## src/rtl/sfs_pkg.sv

```systemverilog
package sfs_pkg;
  typedef enum logic [1:0] {
    OP_PUSH = 2'd0,
    OP_POP  = 2'd1,
    OP_CALL = 2'd2,
    OP_RET  = 2'd3
  } sfs_op_e;

  typedef enum logic [1:0] {
    ST_IDLE = 2'd0,
    ST_REQ  = 2'd1,
    ST_WAIT = 2'd2,
    ST_DONE = 2'd3
  } sfs_state_e;
endpackage

```

## src/rtl/sfs_lane.sv

```systemverilog
module sfs_lane #(
  parameter int XLEN = 64,
  parameter int SZ_W = 2
) (
  input  logic [SZ_W-1:0]   size_i,
  input  logic [XLEN-1:0]   wdata_i,
  input  logic [XLEN-1:0]   rdata_i,
  output logic [XLEN/8-1:0] strb_o,
  output logic [XLEN-1:0]   nbytes_o,
  output logic [XLEN-1:0]   wdata_o,
  output logic [XLEN-1:0]   rdata_o
);
  localparam int STRB_W = XLEN / 8;

  logic [XLEN-1:0] bmask;

  assign nbytes_o = XLEN'(1) << size_i;

  // one enable per byte lane; lanes below the byte count are active
  for (genvar g = 0; g < STRB_W; g++) begin : g_lane
    assign strb_o[g]        = (XLEN'(g) < nbytes_o);
    assign bmask[g*8 +: 8]  = {8{strb_o[g]}};
  end

  assign wdata_o = wdata_i & bmask;
  assign rdata_o = rdata_i & bmask;
endmodule

```

## src/rtl/sfs_regs.sv

```systemverilog
module sfs_regs #(
  parameter int              XLEN     = 64,
  parameter logic [XLEN-1:0] IP_RESET = '0,
  parameter logic [XLEN-1:0] SP_RESET = '0,
  parameter logic [XLEN-1:0] FP_RESET = '0
) (
  input  logic            clk,
  input  logic            rst_n,
  input  logic            ip_we,
  input  logic [XLEN-1:0] ip_d,
  input  logic            sp_we,
  input  logic [XLEN-1:0] sp_d,
  input  logic            fp_we,
  input  logic [XLEN-1:0] fp_d,
  output logic [XLEN-1:0] ip_q,
  output logic [XLEN-1:0] sp_q,
  output logic [XLEN-1:0] fp_q
);
  always_ff @(posedge clk or negedge rst_n) begin
    if (!rst_n) begin
      ip_q <= IP_RESET;
      sp_q <= SP_RESET;
      fp_q <= FP_RESET;
    end else begin
      if (ip_we) ip_q <= ip_d;
      if (sp_we) sp_q <= sp_d;
      if (fp_we) fp_q <= fp_d;
    end
  end
endmodule

```

## src/rtl/sfs_ctrl.sv

```systemverilog
module sfs_ctrl
  import sfs_pkg::*;
#(
  parameter int XLEN = 64,
  parameter int SZ_W = 2
) (
  input  logic            clk,
  input  logic            rst_n,
  input  logic            cmd_valid,
  output logic            cmd_ready,
  input  logic [1:0]      cmd_op,
  input  logic [SZ_W-1:0] cmd_size,
  input  logic [XLEN-1:0] cmd_value,
  input  logic [XLEN-1:0] cmd_next_ip,
  output logic            done,
  output logic [XLEN-1:0] pop_data,
  input  logic [XLEN-1:0] sp_i,
  input  logic [XLEN-1:0] fp_i,
  output logic            ip_we,
  output logic [XLEN-1:0] ip_d,
  output logic            sp_we,
  output logic [XLEN-1:0] sp_d,
  output logic            fp_we,
  output logic [XLEN-1:0] fp_d,
  output logic [SZ_W-1:0] lane_size,
  output logic [XLEN-1:0] lane_wraw,
  input  logic [XLEN-1:0] lane_nbytes,
  input  logic [XLEN-1:0] lane_rdata,
  output logic            mem_req_valid,
  input  logic            mem_req_ready,
  output logic            mem_req_write,
  output logic [XLEN-1:0] mem_req_addr,
  input  logic            mem_rsp_valid
);
  localparam int              STRB_W  = XLEN / 8;
  localparam int              MAX_SZ  = $clog2(STRB_W);
  localparam logic [XLEN-1:0] WORD_B  = XLEN'(STRB_W);
  localparam logic [XLEN-1:0] FRAME_B = XLEN'(2 * STRB_W);

  sfs_state_e      state_q;
  sfs_op_e         op_q;
  logic [SZ_W-1:0] size_q;
  logic [XLEN-1:0] val_q;
  logic [XLEN-1:0] nip_q;
  logic            step_q;
  logic            is_read;
  logic            is_last;

  assign cmd_ready     = (state_q == ST_IDLE);
  assign done          = (state_q == ST_DONE);
  assign mem_req_valid = (state_q == ST_REQ);
  assign is_read       = (op_q == OP_POP) || (op_q == OP_RET);
  assign is_last       = (op_q == OP_PUSH) || (op_q == OP_POP) || step_q;
  assign mem_req_write = !is_read;

  // frame words always move as full words
  assign lane_size = ((op_q == OP_CALL) || (op_q == OP_RET)) ? SZ_W'(MAX_SZ) : size_q;
  assign lane_wraw = (op_q == OP_CALL) ? (step_q ? nip_q : fp_i) : val_q;

  always_comb begin
    if (is_read) mem_req_addr = sp_i - lane_nbytes;
    else         mem_req_addr = sp_i;
  end

  always_comb begin
    ip_we = 1'b0; ip_d = '0;
    sp_we = 1'b0; sp_d = '0;
    fp_we = 1'b0; fp_d = '0;
    unique case (state_q)
      ST_IDLE: begin
        if (cmd_valid && (sfs_op_e'(cmd_op) == OP_RET)) begin
          sp_we = 1'b1;
          sp_d  = fp_i + FRAME_B;
        end
      end
      ST_REQ: begin
        // reads lower SP when the request is taken
        if (mem_req_ready && is_read) begin
          sp_we = 1'b1;
          sp_d  = mem_req_addr;
        end
      end
      ST_WAIT: begin
        if (mem_rsp_valid) begin
          unique case (op_q)
            OP_PUSH: begin
              sp_we = 1'b1;
              sp_d  = sp_i + lane_nbytes;
            end
            OP_CALL: begin
              sp_we = 1'b1;
              sp_d  = sp_i + WORD_B;
              if (step_q) begin
                ip_we = 1'b1;
                ip_d  = val_q;
                fp_we = 1'b1;
                fp_d  = sp_i + WORD_B - FRAME_B;
              end
            end
            OP_RET: begin
              if (!step_q) begin
                ip_we = 1'b1;
                ip_d  = lane_rdata;
              end else begin
                fp_we = 1'b1;
                fp_d  = lane_rdata;
              end
            end
            default: ;
          endcase
        end
      end
      default: ;
    endcase
  end

  always_ff @(posedge clk or negedge rst_n) begin
    if (!rst_n) begin
      state_q  <= ST_IDLE;
      op_q     <= OP_PUSH;
      size_q   <= '0;
      val_q    <= '0;
      nip_q    <= '0;
      step_q   <= 1'b0;
      pop_data <= '0;
    end else begin
      unique case (state_q)
        ST_IDLE: begin
          if (cmd_valid) begin
            op_q    <= sfs_op_e'(cmd_op);
            size_q  <= cmd_size;
            val_q   <= cmd_value;
            nip_q   <= cmd_next_ip;
            step_q  <= 1'b0;
            state_q <= ST_REQ;
          end
        end
        ST_REQ: begin
          if (mem_req_ready) state_q <= ST_WAIT;
        end
        ST_WAIT: begin
          if (mem_rsp_valid) begin
            if (op_q == OP_POP) pop_data <= lane_rdata;
            if (is_last) begin
              state_q <= ST_DONE;
            end else begin
              step_q  <= 1'b1;
              state_q <= ST_REQ;
            end
          end
        end
        default: state_q <= ST_IDLE;
      endcase
    end
  end

  // completion pulse lasts one cycle
  a_r8_done_single: assert property (@(posedge clk) disable iff (!rst_n)
    done |=> !done);

  // an offered request is held steady until taken
  a_r7_req_hold: assert property (@(posedge clk) disable iff (!rst_n)
    (mem_req_valid && !mem_req_ready) |=>
      (mem_req_valid && $stable(mem_req_addr) && $stable(mem_req_write)));

  // taking a pop read lowers SP by the operand size
  a_r3_pop_lowers_sp: assert property (@(posedge clk) disable iff (!rst_n)
    (mem_req_valid && mem_req_ready && (op_q == OP_POP)) |=>
      (sp_i == $past(sp_i) - $past(lane_nbytes)));

  // a push response raises SP by the operand size
  a_r2_push_raises_sp: assert property (@(posedge clk) disable iff (!rst_n)
    ((state_q == ST_WAIT) && mem_rsp_valid && (op_q == OP_PUSH)) |=>
      (sp_i == $past(sp_i) + $past(lane_nbytes)));

  // a finished call leaves FP two words below SP
  a_r4_call_frame: assert property (@(posedge clk) disable iff (!rst_n)
    (done && (op_q == OP_CALL)) |-> (fp_i == sp_i - FRAME_B));
endmodule

```

## src/rtl/stack_frame_seq.sv

```systemverilog
module stack_frame_seq #(
  parameter int              XLEN     = 64,
  parameter logic [XLEN-1:0] IP_RESET = '0,
  parameter logic [XLEN-1:0] SP_RESET = XLEN'(64'h1000),
  parameter logic [XLEN-1:0] FP_RESET = XLEN'(64'h1000)
) (
  input  logic              clk,
  input  logic              rst_n,
  input  logic              cmd_valid,
  output logic              cmd_ready,
  input  logic [1:0]        cmd_op,
  input  logic [1:0]        cmd_size,
  input  logic [XLEN-1:0]   cmd_value,
  input  logic [XLEN-1:0]   cmd_next_ip,
  output logic              done,
  output logic [XLEN-1:0]   pop_data,
  output logic [XLEN-1:0]   ip,
  output logic [XLEN-1:0]   sp,
  output logic [XLEN-1:0]   fp,
  output logic              mem_req_valid,
  input  logic              mem_req_ready,
  output logic              mem_req_write,
  output logic [XLEN-1:0]   mem_req_addr,
  output logic [XLEN-1:0]   mem_req_wdata,
  output logic [XLEN/8-1:0] mem_req_strb,
  input  logic              mem_rsp_valid,
  input  logic [XLEN-1:0]   mem_rsp_rdata
);
  localparam int SZ_W = 2;

  logic            ip_we, sp_we, fp_we;
  logic [XLEN-1:0] ip_d, sp_d, fp_d;
  logic [SZ_W-1:0] lane_size;
  logic [XLEN-1:0] lane_wraw, lane_nbytes, lane_rdata;

  sfs_regs #(
    .XLEN(XLEN), .IP_RESET(IP_RESET), .SP_RESET(SP_RESET), .FP_RESET(FP_RESET)
  ) u_regs (
    .clk(clk), .rst_n(rst_n),
    .ip_we(ip_we), .ip_d(ip_d),
    .sp_we(sp_we), .sp_d(sp_d),
    .fp_we(fp_we), .fp_d(fp_d),
    .ip_q(ip), .sp_q(sp), .fp_q(fp)
  );

  sfs_lane #(.XLEN(XLEN), .SZ_W(SZ_W)) u_lane (
    .size_i(lane_size), .wdata_i(lane_wraw), .rdata_i(mem_rsp_rdata),
    .strb_o(mem_req_strb), .nbytes_o(lane_nbytes),
    .wdata_o(mem_req_wdata), .rdata_o(lane_rdata)
  );

  sfs_ctrl #(.XLEN(XLEN), .SZ_W(SZ_W)) u_ctrl (
    .clk(clk), .rst_n(rst_n),
    .cmd_valid(cmd_valid), .cmd_ready(cmd_ready), .cmd_op(cmd_op),
    .cmd_size(cmd_size), .cmd_value(cmd_value), .cmd_next_ip(cmd_next_ip),
    .done(done), .pop_data(pop_data),
    .sp_i(sp), .fp_i(fp),
    .ip_we(ip_we), .ip_d(ip_d), .sp_we(sp_we), .sp_d(sp_d),
    .fp_we(fp_we), .fp_d(fp_d),
    .lane_size(lane_size), .lane_wraw(lane_wraw),
    .lane_nbytes(lane_nbytes), .lane_rdata(lane_rdata),
    .mem_req_valid(mem_req_valid), .mem_req_ready(mem_req_ready),
    .mem_req_write(mem_req_write), .mem_req_addr(mem_req_addr),
    .mem_rsp_valid(mem_rsp_valid)
  );

  // strobes are a non-empty run starting at byte 0
  a_r6_strb_low_run: assert property (@(posedge clk) disable iff (!rst_n)
    mem_req_valid |-> ((mem_req_strb != '0) &&
                       (((mem_req_strb + 1'b1) & mem_req_strb) == '0)));
endmodule

```

## config.mk

```make
export PLATFORM = sky130hd
export DESIGN_NAME = stack_frame_seq
export DESIGN_NICKNAME = d
export VERILOG_FILES = /design/src/rtl/sfs_pkg.sv /design/src/rtl/sfs_lane.sv /design/src/rtl/sfs_regs.sv /design/src/rtl/sfs_ctrl.sv /design/src/rtl/stack_frame_seq.sv
export SDC_FILE = /design/constraint.sdc
export NUM_CORES = 1
export LEC_CHECK = 0
export BUFFER_PORTS_ARGS = -buffer_cell sky130_fd_sc_hd__buf_2
export CAP_MARGIN = 10
export CORE_AREA = 3 3 232 234
export CTS_CLUSTER_DIAMETER = 50
export DETAILED_ROUTE_END_ITERATION = 16
export DIE_AREA = 0 0 235 237
export PLACE_DENSITY = 0.84
export SLEW_MARGIN = 10
export SYNTH_ARGS = -nofsm -noshare
export SYNTH_HDL_FRONTEND = slang
export SYNTH_SLANG_ARGS = --single-unit
```

## constraint.sdc

```tcl
create_clock -name clk -period 7.15 [get_ports clk]
set_clock_uncertainty 0.2 [all_clocks]
set_input_delay 2.145 -clock clk [delete_from_list [all_inputs] [get_ports clk]]
set_output_delay 2.145 -clock clk [all_outputs]
set_load 0.05 [all_outputs]
```

==> impl_metrics.py <==
metrics = {
    "timing": {
        "min_period_ns": 6.985,
        "period_share_pct": 97.70,
        "tightest_slew_ns": 1.134,
        "setup_viol": 0,
        "relSlewSlack_pct": 23.72,
        "tns_ns": 0,
        "fmax_mhz": 143.2,
        "drv_slew": 0,
        "hold_viol": 0,
        "timing.hold.ws_ns": 0.2711,
        "rsz0062_at_grt": "no",
    },
    "setup_path": {
        "r2r_setup_slack_ns": 1.36,
        "r2r_cells": 12,
        "endpoint": "mem_req_addr[57]",
        "startpoint": "u_ctrl.size_q[1]",
        "path_cells": "nor2_1, inv_1, nor2_1, buf_4, ha_1, nor2b_1, o21ai_0, a21o_1, and4_1, nand3_1, nor4b_4, nand3_1, xnor2_1, buf_12",
        "r2r_end": "u_regs.fp_q[41]",
        "worstPathArrival_ns": 4.64,
        "critPathRequiredTime_ns": 4.81,
        "cpPeakStageDelay_ns": 0.54,
        "crit_path_start_kind": "flip-flop",
        "cp-end-kind": "output port",
        "cp_slowest_cell": "nor4b_4",
        "critical_path.max_fanout": 11,
        "worstSetupPathType": "flip-flop to output port",
        "rr_startpoint": "u_regs.sp_q[4]",
    },
    "floorplanning": {
        "core_sq_um": 52240,
        "dieArea_sq_um": 55700,
        "initial_utilization_pct": 48.22,
        "fp.dieH_um": 237,
        "io_pins": 597,
        "std_cell_rows": 84,
        "die_w_um": 235,
    },
    "clock_network": {
        "clkTransAtPathRegs_ns": 0.06,
        "insertion_delay_ns": 0.61,
        "clk_path_buf_depth": 3,
        "cts.sink_count": 391,
        "htree_levels": 2,
        "holdBufCountCts": 0,
        "cts_inserted_buffers": 53,
        "cts_tree": "built",
        "root_buffer": "clkbuf_16",
    },
    "grt": {
        "grt_pass1_wl_um": 161100,
        "grt_antenna_before_repair": 7,
        "grt_max_degree": 157,
        "grt_pass1_vias": 25310,
        "grt.overflow.total": 0,
        "grtUsageTotal_pct": 37.55,
    },
    "min_path": {
        "hp-class": "flip-flop to flip-flop",
        "hold-path-cell-count": 2,
    },
    "synth": {
        "syn_area_sq_um": 25190,
        "synth_nets": 3124,
        "netlist_top_cells_area": "dfrtp_1 (39%), mux2_2 (6.3%), nand2_1 (5.7%), xnor2_1 (5.1%), o21ai_0 (4.9%)",
        "yosys_warnings": 0,
        "synth_top_area_share_pct": 38.65,
        "synth.avg_cell_area_sq_um": 8.662,
        "synth_seq_cells": 391,
        "synth_top_flop_cell": "dfrtp_1",
        "synth_fa_ha_area_share_pct": 0.8047,
        "synth_compound_area_share_pct": 17.37,
        "ys_async_sr_fraction_pct": 100.0,
        "synth_top_cell_by_area": "dfrtp_1",
        "yosysSeqAreaShare_pct": 38.86,
        "synth-simple-area-share_pct": 20.73,
        "synth_top_family_by_area": "simple AND/OR/NAND/NOR gates",
        "synth_edf_count": 0,
        "synth_xor_area_share_pct": 8.440,
        "synthesis.instances": 2908,
        "synth_mux_area_share_pct": 9.001,
        "ys_types": 77,
    },
    "finish": {
        "syn2layout_area_growth_pct": 23.23,
        "layout.nets": 3592,
        "drive_gt1_share_pct": 27.98,
        "multi_input_area_sq_um": 14340,
        "fill_cells": 4566,
        "fin_area_sq_um": 31040,
        "seqCellArea_sq_um": 9792,
        "final_core_util_pct": 59.42,
    },
    "power": {
        "vdd_drop_max_v": 0.0004515,
        "power.leakage_uw": 0.01346,
        "powerDensity_nw_per_um2": 596.6,
    },
    "placement": {
        "placed_cell_area_sq_um": 29230,
        "hpwl_um": 81420,
        "gp_congestion": 1.040,
        "io_buffer_count": 595,
    },
    "detailed_routing": {
        "dr_total_vias": 26430,
        "drtIter0Drc": 3038,
        "drc": 0,
        "ant_nets": 0,
        "first_pass_iters": 6,
        "wl_um": 109900,
        "avgRoutedWirePerCell_um": 26.72,
        "viasPerCell": 6.423,
    },
    "status": {
        "status": "finished clean",
    },
    "job": {
        "drv_cap": 0,
    },
}
[cell usage after synthesis, types with 26 or more instances]
| master | number |
|---|---|
| dfrtp_1 | 389 |
| nand2_1 | 380 |
| o21ai_0 | 247 |
| nor2_1 | 233 |
| clkbuf_1 | 195 |
| xnor2_1 | 147 |
| mux2_2 | 140 |
| nand3_1 | 128 |
| a21oi_1 | 102 |
| xor2_1 | 92 |
| nor3_1 | 72 |
| mux2i_1 | 69 |
| nand4_1 | 67 |
| a32oi_1 | 57 |
| a211oi_1 | 44 |
| inv_1 | 43 |
| nor4_1 | 39 |
| o221ai_1 | 36 |
| a31oi_1 | 29 |
| and3_1 | 26 |
| buf_2 | 26 |
[repair_timing]
item | CTS | global route
gates resized for setup | 2 | 5
hold endpoints to repair | 0 | 0
setup endpoints to repair | 3 | 8
setup buffers | 0 | 0
[worst min path at each step]
stage	end	slack, ns	startpoint
2_1_floorplan	u_ctrl.nip_q[17]	0.28	u_ctrl.nip_q[17]
3_3_place_gp	u_ctrl.pop_data[63]	0.26	u_ctrl.pop_data[63]
3_5_place_dp	u_ctrl.pop_data[55]	0.26	u_ctrl.pop_data[55]
4_1_cts	u_regs.ip_q[40]	0.28	u_regs.ip_q[40]
5_1_grt	u_regs.ip_q[1]	0.30	u_regs.ip_q[1]
6_report	u_ctrl.pop_data[55]	0.27	u_ctrl.pop_data[55]
[metrics by stage]
stage	std cells	power (uW)	setup slack, ns
floorplan	2908	12140	0.3206
global placement	4009	15540	0.6589
detailed placement	4009	15690	0.4859
CTS	4108	18360	0.1042
global route	4111	19240	0.002388
finish	4114	18520	0.1647
[state kept, by name (all words and copies together) (netlist names)]
| signal | flops |
|---|---|
| u_ctrl.state_q | 2 |
| u_ctrl.step_q | 1 |
| u_ctrl.pop_data | 64 |
| u_ctrl.nip_q | 64 |
| u_ctrl.size_q | 2 |
| u_ctrl.op_q | 2 |
| u_regs.sp_q | 64 |
| u_regs.ip_q | 64 |
| u_regs.fp_q | 64 |
| u_ctrl.val_q | 64 |
[where the power goes]
group	leakage, uW	internal, uW	switching, uW
logic	0.00767	3140	8120
clock network	0.000856	1500	1120
registers	0.00493	3230	1410
total	0.0135	7870	10700
[area by class of cell]
cell class                      instances  share of cell area [%]
Multi-Input combinational cell       2219                   46.20
Sequential cell                       391                   31.55
Timing Repair Buffer                  666                   13.26
Clock buffer                           70                   4.837
Tap cell                              688                   2.773
Clock inverter                         29                  0.7860
Inverter                               45                  0.5442
Antenna cell                            6                 0.04837
[kinds of logic (layout without fill, tap and decap cells)]
logic type / count (synthesis) / after routing
compound gates: 675 / 675
xor+xnor: 241 / 241
fa+ha+maj: 15 / 15
buf+inv: 298 / 810
flops: 391 / 391
mux: 209 / 209
other cells: 1 / 7
simple gates: 1078 / 1078
[critical path: cells and delay by family (launching register included)]
kind / cells / cell delay, ns
DFF: 1 / 0.43
adders and majority gates: 1 / 0.16
AOI/OAI and AO/OA: 2 / 0.51
xor gates and xnor gates: 1 / 0.37
and+or+nand+nor: 7 / 2.03
buffers and inverters: 3 / 0.51
[per-layer routing]
layer	vias to the layer above	GRT usage, %	share of wire (%)
li1	11450	-	-
met1	12840	47.22	37
met2	1755	60.07	46
met3	377	8.933	10
met4	2	20.09	6.0
met5	-	0	0.012
[layout by cell type (no fill, tap or decap), drive strengths merged, types with 25 or more instances in the layout]
cell type | Yosys | layout
a21oi | 102 | 102
xor2 | 92 | 92
a211oi | 44 | 44
nor4 | 47 | 47
o22ai | 25 | 25
and3 | 26 | 26
clkbuf | 195 | 70
xnor2 | 149 | 149
nand4 | 71 | 71
o221ai | 36 | 36
nand3 | 129 | 129
buf | 58 | 666
inv | 43 | 53
mux2i | 69 | 69
nand2 | 381 | 381
nor2 | 233 | 233
mux2 | 140 | 140
or3 | 25 | 25
o21ai | 248 | 248
a31oi | 29 | 29
nor3 | 73 | 73
dfrtp | 389 | 389
a32oi | 57 | 57
(Power assumes the default switching activity.)
